[config.mk]
export PLATFORM = sky130hd
export DESIGN_NAME = bidir_latch_xcvr
export DESIGN_NICKNAME = d
export VERILOG_FILES = /design/src/rtl/xcvr_pkg.sv /design/src/rtl/xcvr_bus_hold.sv /design/src/rtl/xcvr_dir_latch.sv /design/src/rtl/xcvr_lane.sv /design/src/rtl/bidir_latch_xcvr.sv
export SDC_FILE = /design/constraint.sdc
export NUM_CORES = 1
export LEC_CHECK = 0
export CORE_ASPECT_RATIO = 1.75
export CORE_MARGIN = 2
export CORE_UTILIZATION = 48
export DETAILED_ROUTE_END_ITERATION = 6
export GPL_TIMING_DRIVEN = 0
export HOLD_SLACK_MARGIN = 0.05
export PLACE_DENSITY = 0.84
export SLEW_MARGIN = 30
export SYNTH_ARGS = -nofsm -noshare
export SYNTH_HDL_FRONTEND = slang
export SYNTH_SLANG_ARGS = --single-unit
[constraint.sdc]
create_clock -name clk_i -period 1.5 [get_ports clk_i]
set_input_delay 0.3 -clock clk_i [delete_from_list [all_inputs] [get_ports clk_i]]
set_output_delay 0.3 -clock clk_i [all_outputs]
set_load 0.01 [all_outputs]
[src/rtl/xcvr_pkg.sv]
package xcvr_pkg;
  typedef struct packed {
    logic ien_n;
    logic le_n;
    logic oe_n;
  } dir_ctrl_t;
endpackage

[src/rtl/xcvr_bus_hold.sv]
module xcvr_bus_hold #(
  parameter int W = 8
) (
  input  logic         clk_i,
  input  logic         rst_ni,
  input  logic         drv_i,
  input  logic [W-1:0] pin_i,
  input  logic         self_oe_i,
  input  logic [W-1:0] self_data_i,
  output logic [W-1:0] data_o
);
  logic [W-1:0] keep_q;

  assign data_o = drv_i ? pin_i : keep_q;

  always_ff @(posedge clk_i or negedge rst_ni) begin
    if (!rst_ni)        keep_q <= '0;
    else if (drv_i)     keep_q <= pin_i;
    else if (self_oe_i) keep_q <= self_data_i;
  end


  keep_chk: assert property (@(posedge clk_i) disable iff (!rst_ni)
    (!drv_i && !self_oe_i) ##1 !drv_i |-> $stable(data_o));
endmodule

[src/rtl/xcvr_dir_latch.sv]
module xcvr_dir_latch
  import xcvr_pkg::*;
#(
  parameter int W = 8
) (
  input  logic         clk_i,
  input  logic         rst_ni,
  input  dir_ctrl_t    ctrl_i,
  input  logic         pwr_good_i,
  input  logic [W-1:0] data_i,
  output logic [W-1:0] data_o,
  output logic         oe_o
);
  logic         gate_open;
  logic [W-1:0] store_q;

  assign gate_open = !ctrl_i.ien_n && !ctrl_i.le_n;
  assign data_o    = gate_open ? data_i : store_q;
  assign oe_o      = pwr_good_i && !ctrl_i.ien_n && !ctrl_i.oe_n;

  always_ff @(posedge clk_i or negedge rst_ni) begin
    if (!rst_ni)        store_q <= '0;
    else if (gate_open) store_q <= data_i;
  end


  capture_chk: assert property (@(posedge clk_i) disable iff (!rst_ni)
    gate_open |=> store_q == $past(data_i));

  closed_hold_chk: assert property (@(posedge clk_i) disable iff (!rst_ni)
    !gate_open |=> $stable(store_q));
endmodule

[src/rtl/xcvr_lane.sv]
module xcvr_lane
  import xcvr_pkg::*;
#(
  parameter int W = 8
) (
  input  logic         clk_i,
  input  logic         rst_ni,
  input  logic         pwr_good_i,
  input  dir_ctrl_t    ab_ctrl_i,
  input  dir_ctrl_t    ba_ctrl_i,
  input  logic [W-1:0] a_i,
  input  logic         a_drv_i,
  output logic [W-1:0] a_o,
  output logic         a_oe_o,
  input  logic [W-1:0] b_i,
  input  logic         b_drv_i,
  output logic [W-1:0] b_o,
  output logic         b_oe_o
);
  logic [W-1:0] a_eff, b_eff;

  xcvr_bus_hold #(.W(W)) u_hold_a (
    .clk_i(clk_i), .rst_ni(rst_ni), .drv_i(a_drv_i), .pin_i(a_i),
    .self_oe_i(a_oe_o), .self_data_i(a_o), .data_o(a_eff));

  xcvr_bus_hold #(.W(W)) u_hold_b (
    .clk_i(clk_i), .rst_ni(rst_ni), .drv_i(b_drv_i), .pin_i(b_i),
    .self_oe_i(b_oe_o), .self_data_i(b_o), .data_o(b_eff));

  xcvr_dir_latch #(.W(W)) u_ab (
    .clk_i(clk_i), .rst_ni(rst_ni), .ctrl_i(ab_ctrl_i), .pwr_good_i(pwr_good_i),
    .data_i(a_eff), .data_o(b_o), .oe_o(b_oe_o));

  xcvr_dir_latch #(.W(W)) u_ba (
    .clk_i(clk_i), .rst_ni(rst_ni), .ctrl_i(ba_ctrl_i), .pwr_good_i(pwr_good_i),
    .data_i(b_eff), .data_o(a_o), .oe_o(a_oe_o));


  b_disable_chk: assert property (@(posedge clk_i) disable iff (!rst_ni)
    (ab_ctrl_i.ien_n || ab_ctrl_i.oe_n) |-> !b_oe_o);

  a_disable_chk: assert property (@(posedge clk_i) disable iff (!rst_ni)
    (ba_ctrl_i.ien_n || ba_ctrl_i.oe_n) |-> !a_oe_o);
endmodule

[src/rtl/bidir_latch_xcvr.sv]
module bidir_latch_xcvr
  import xcvr_pkg::*;
#(
  parameter int LANE_W    = 8,
  parameter int NUM_LANES = 2,
  localparam int BUS_W    = LANE_W * NUM_LANES
) (
  input  logic                 clk_i,
  input  logic                 rst_ni,
  input  logic                 pwr_good_i,
  input  logic [NUM_LANES-1:0] ien_ab_ni,
  input  logic [NUM_LANES-1:0] le_ab_ni,
  input  logic [NUM_LANES-1:0] oe_ab_ni,
  input  logic [NUM_LANES-1:0] ien_ba_ni,
  input  logic [NUM_LANES-1:0] le_ba_ni,
  input  logic [NUM_LANES-1:0] oe_ba_ni,
  input  logic [BUS_W-1:0]     a_i,
  input  logic [NUM_LANES-1:0] a_drv_i,
  output logic [BUS_W-1:0]     a_o,
  output logic [NUM_LANES-1:0] a_oe_o,
  input  logic [BUS_W-1:0]     b_i,
  input  logic [NUM_LANES-1:0] b_drv_i,
  output logic [BUS_W-1:0]     b_o,
  output logic [NUM_LANES-1:0] b_oe_o
);
  for (genvar l = 0; l < NUM_LANES; l++) begin : g_lane
    dir_ctrl_t ab_ctrl, ba_ctrl;
    assign ab_ctrl = '{ien_n: ien_ab_ni[l], le_n: le_ab_ni[l], oe_n: oe_ab_ni[l]};
    assign ba_ctrl = '{ien_n: ien_ba_ni[l], le_n: le_ba_ni[l], oe_n: oe_ba_ni[l]};

    xcvr_lane #(.W(LANE_W)) u_lane (
      .clk_i      (clk_i),
      .rst_ni     (rst_ni),
      .pwr_good_i (pwr_good_i),
      .ab_ctrl_i  (ab_ctrl),
      .ba_ctrl_i  (ba_ctrl),
      .a_i        (a_i[l*LANE_W +: LANE_W]),
      .a_drv_i    (a_drv_i[l]),
      .a_o        (a_o[l*LANE_W +: LANE_W]),
      .a_oe_o     (a_oe_o[l]),
      .b_i        (b_i[l*LANE_W +: LANE_W]),
      .b_drv_i    (b_drv_i[l]),
      .b_o        (b_o[l*LANE_W +: LANE_W]),
      .b_oe_o     (b_oe_o[l])
    );
  end


  pwr_off_chk: assert property (@(posedge clk_i) disable iff (!rst_ni)
    !pwr_good_i |-> (a_oe_o == '0 && b_oe_o == '0));
endmodule

==> flow_summary.toml <==
[die]
io_pins = 87
dieWidth_um = 65.6
rows = 39
coreArea_sq_um = 6490
die_h_um = 112
dieArea_sq_um = 7330
start_util = 0.491

[sta]
whs_ns = 0.318
final.period_utilization = 1.01
tns_ns = -0.0100
tightest_slew_ns = 0.636
rsz0062_at_grt = "true"
finalMaxSlewViolations = 0
setup_violations = 1
clock.fmax_ghz = 0.662
hold_viol = 0
relSlewSlack = 0.575
setup_ws_ns = -0.0100
period_needed_ns = 1.51
skew_ns = 0.00394

[cts]
cts_max_level = 3
cts-root-buf = "clkbuf_16"
cts_tree = "done"
cts_buffers = 9
clock_path_buffers = 2
clkTransAtPathRegs_ns = 0.05
numClockSinks = 64
clk_latency_ns = 0.33

[layout]
synthToLayoutAreaGrowth_pct = 62.1
seqCellArea_sq_um = 1600
final_nets = 440
antennaDiodeCount = 0
fillers = 376
multi_input_comb_area_sq_um = 1850
drive_gt1_frac = 0.497

[global_route]
grt_pass1_vias = 2981
gr-total-overflow = 0
track_usage = 0.275
grt_first_pass_wirelength_um = 15000
grt_max_degree = 48
antenna_found_initial = 0

[drt]
ant_nets = 0
drt_iter0_drc = 242
drt-total-wl_um = 9920
viasPerCell = 5.83
vias = 2774
drc = 0
dr.pass1.iters = 4
wl_per_cell_um = 20.8

[logic_synthesis]
ys.flop_type = "dfrtp_1"
synth_commonest_cells = "64 x dfrtp_1, 32 x a221o_1, 32 x mux2i_1, 32 x o21ai_0"
ys_warn_count = 0
ys_seq_area_frac = 0.503
synth_fp_nets = 312
synthTopCellsByArea = "dfrtp_1 50%, a221o_1 10%, mux2i_1 10%"
synth_top_area_frac = 0.503
synth-edff-count = 0
ys_types = 20
syn_area_per_cell_sq_um = 12.2
synth.largest_area_cell = "dfrtp_1"
synth.most_common_cell = "dfrtp_1"
synth_cells = 261
synthArstFlopShare = 1.00
netlist_area_sq_um = 3180
ys_ff_latch = 64

[placed_design]
pre_cts_ws_ns = -1.01
hpwl_um = 6220
portBuffers = 81
gp_congestion = 0.762

[power_and_ir_drop]
p_leak_nw = 2.38
power_density_nw_per_um2 = 1100
peakVddDrop_uv = 977

[critical_path]
startpoint_type = "flop"
endpoint_kind = "output pin"
worstSetupPathType = "reg -> out"
worstPathMaxFanout = 3
worstPathArrival_ns = 1.21
required_ns = 1.20

[flow_run]
max_cap_viol_count = 0

[min_path]
worstHoldPathType = "in -> reg"

[status]
status = "finished with violations"
violations = "negative setup slack"
==> metrics by stage <==
step                cell area, sq um  instances  total power [W]   util
floorplan                       3180        261          0.00260      -
global placement                4100        424          0.00315  0.631
detailed placement              4120        425          0.00319  0.635
CTS                             4900        462          0.00551  0.755
global route                    5160        476          0.00590  0.795
finish                          5160        476          0.00567  0.795
==> cell families (layout without fill, tap and decap cells) <==
logic type,Yosys count,after routing,share of synthesized area
simple gates,48,48,0.106
flops,64,64,0.503
mux,32,32,0.101
buf+inv,21,154,0.0605
compound gates,96,96,0.229
==> cell type report <==
cell class,instances,share of cell area
tap,82,0.0199
clock buffer,10,0.0444
clock inverter,6,0.0116
sequential,64,0.310
multi-input combinational,176,0.359
timing repair buffer,118,0.214
buffer,20,0.0417
==> layout by cell type, fill, tap and decap left out, drive strengths merged <==
cell type | Yosys | final
dfrtp | 64 | 64
dlymetal6s2s | 0 | 19
nor2 | 4 | 4
a221o | 32 | 32
nor3b | 4 | 4
clkdlybuf4s15 | 0 | 3
nor2b | 1 | 1
dlygate4sd3 | 0 | 1
or2 | 4 | 4
buf | 21 | 96
and2 | 32 | 32
mux2i | 32 | 32
clkbuf | 0 | 11
dlygate4sd2 | 0 | 18
o21ai | 64 | 64
clkinvlp | 0 | 2
clkinv | 0 | 3
and2b | 3 | 3
bufinv | 0 | 1
==> worst max-delay path: stages (launching register included) <==
cell     delay, ns
dfrtp_1       0.39
mux2i_2       0.23
o21ai_4       0.10
buf_2         0.16
==> final timing paths <==
path                                                     start                                  end  slack, ns  cells past startpoint
max                        g_lane[1].u_lane.u_hold_b.keep_q[1]                               a_o[9]      -0.01                      3
min                                                     a_i[6]  g_lane[0].u_lane.u_hold_a.keep_q[6]       0.32                      3
max reg2reg                g_lane[1].u_lane.u_hold_a.keep_q[5]  g_lane[1].u_lane.u_hold_b.keep_q[5]       0.09                      5
min reg2reg                   g_lane[0].u_lane.u_ab.store_q[6]     g_lane[0].u_lane.u_ab.store_q[6]       0.53                      2
max in group asynchronous                               rst_ni     g_lane[0].u_lane.u_ab.store_q[5]       0.58                      3
min in group asynchronous                               rst_ni  g_lane[1].u_lane.u_hold_a.keep_q[5]       0.39                      2
==> routing by layer <==
metal | global-route usage | part of all wire
met1 | 0.304 | 0.36
met2 | 0.483 | 0.57
met3 | 0.0626 | 0.050
met4 | 0.133 | 0.021
met5 | 0 | 0
==> what timing repair did <==
item	in CTS	in global routing
endpoints found under the hold margin	17	0
hold buffers	1	0
gates resized for setup	294	43
pin swaps	22	20
setup buffers	20	15
setup endpoints to repair	60	36
==> registers in the layout, indices dropped and copies added, names as in the netlist <==
name / count
g_lane.u_lane.u_hold_a.keep_q: 16
g_lane.u_lane.u_ab.store_q: 16
g_lane.u_lane.u_hold_b.keep_q: 16
g_lane.u_lane.u_ba.store_q: 16
==> report_power, final <==
group	total, W	switching (W)	internal, W
combinational	0.00159	0.000761	0.000831
clock	0.00203	0.000750	0.00128
sequential	0.00205	0.000109	0.00194
Note: power is estimated with default switching activity, not from simulation.
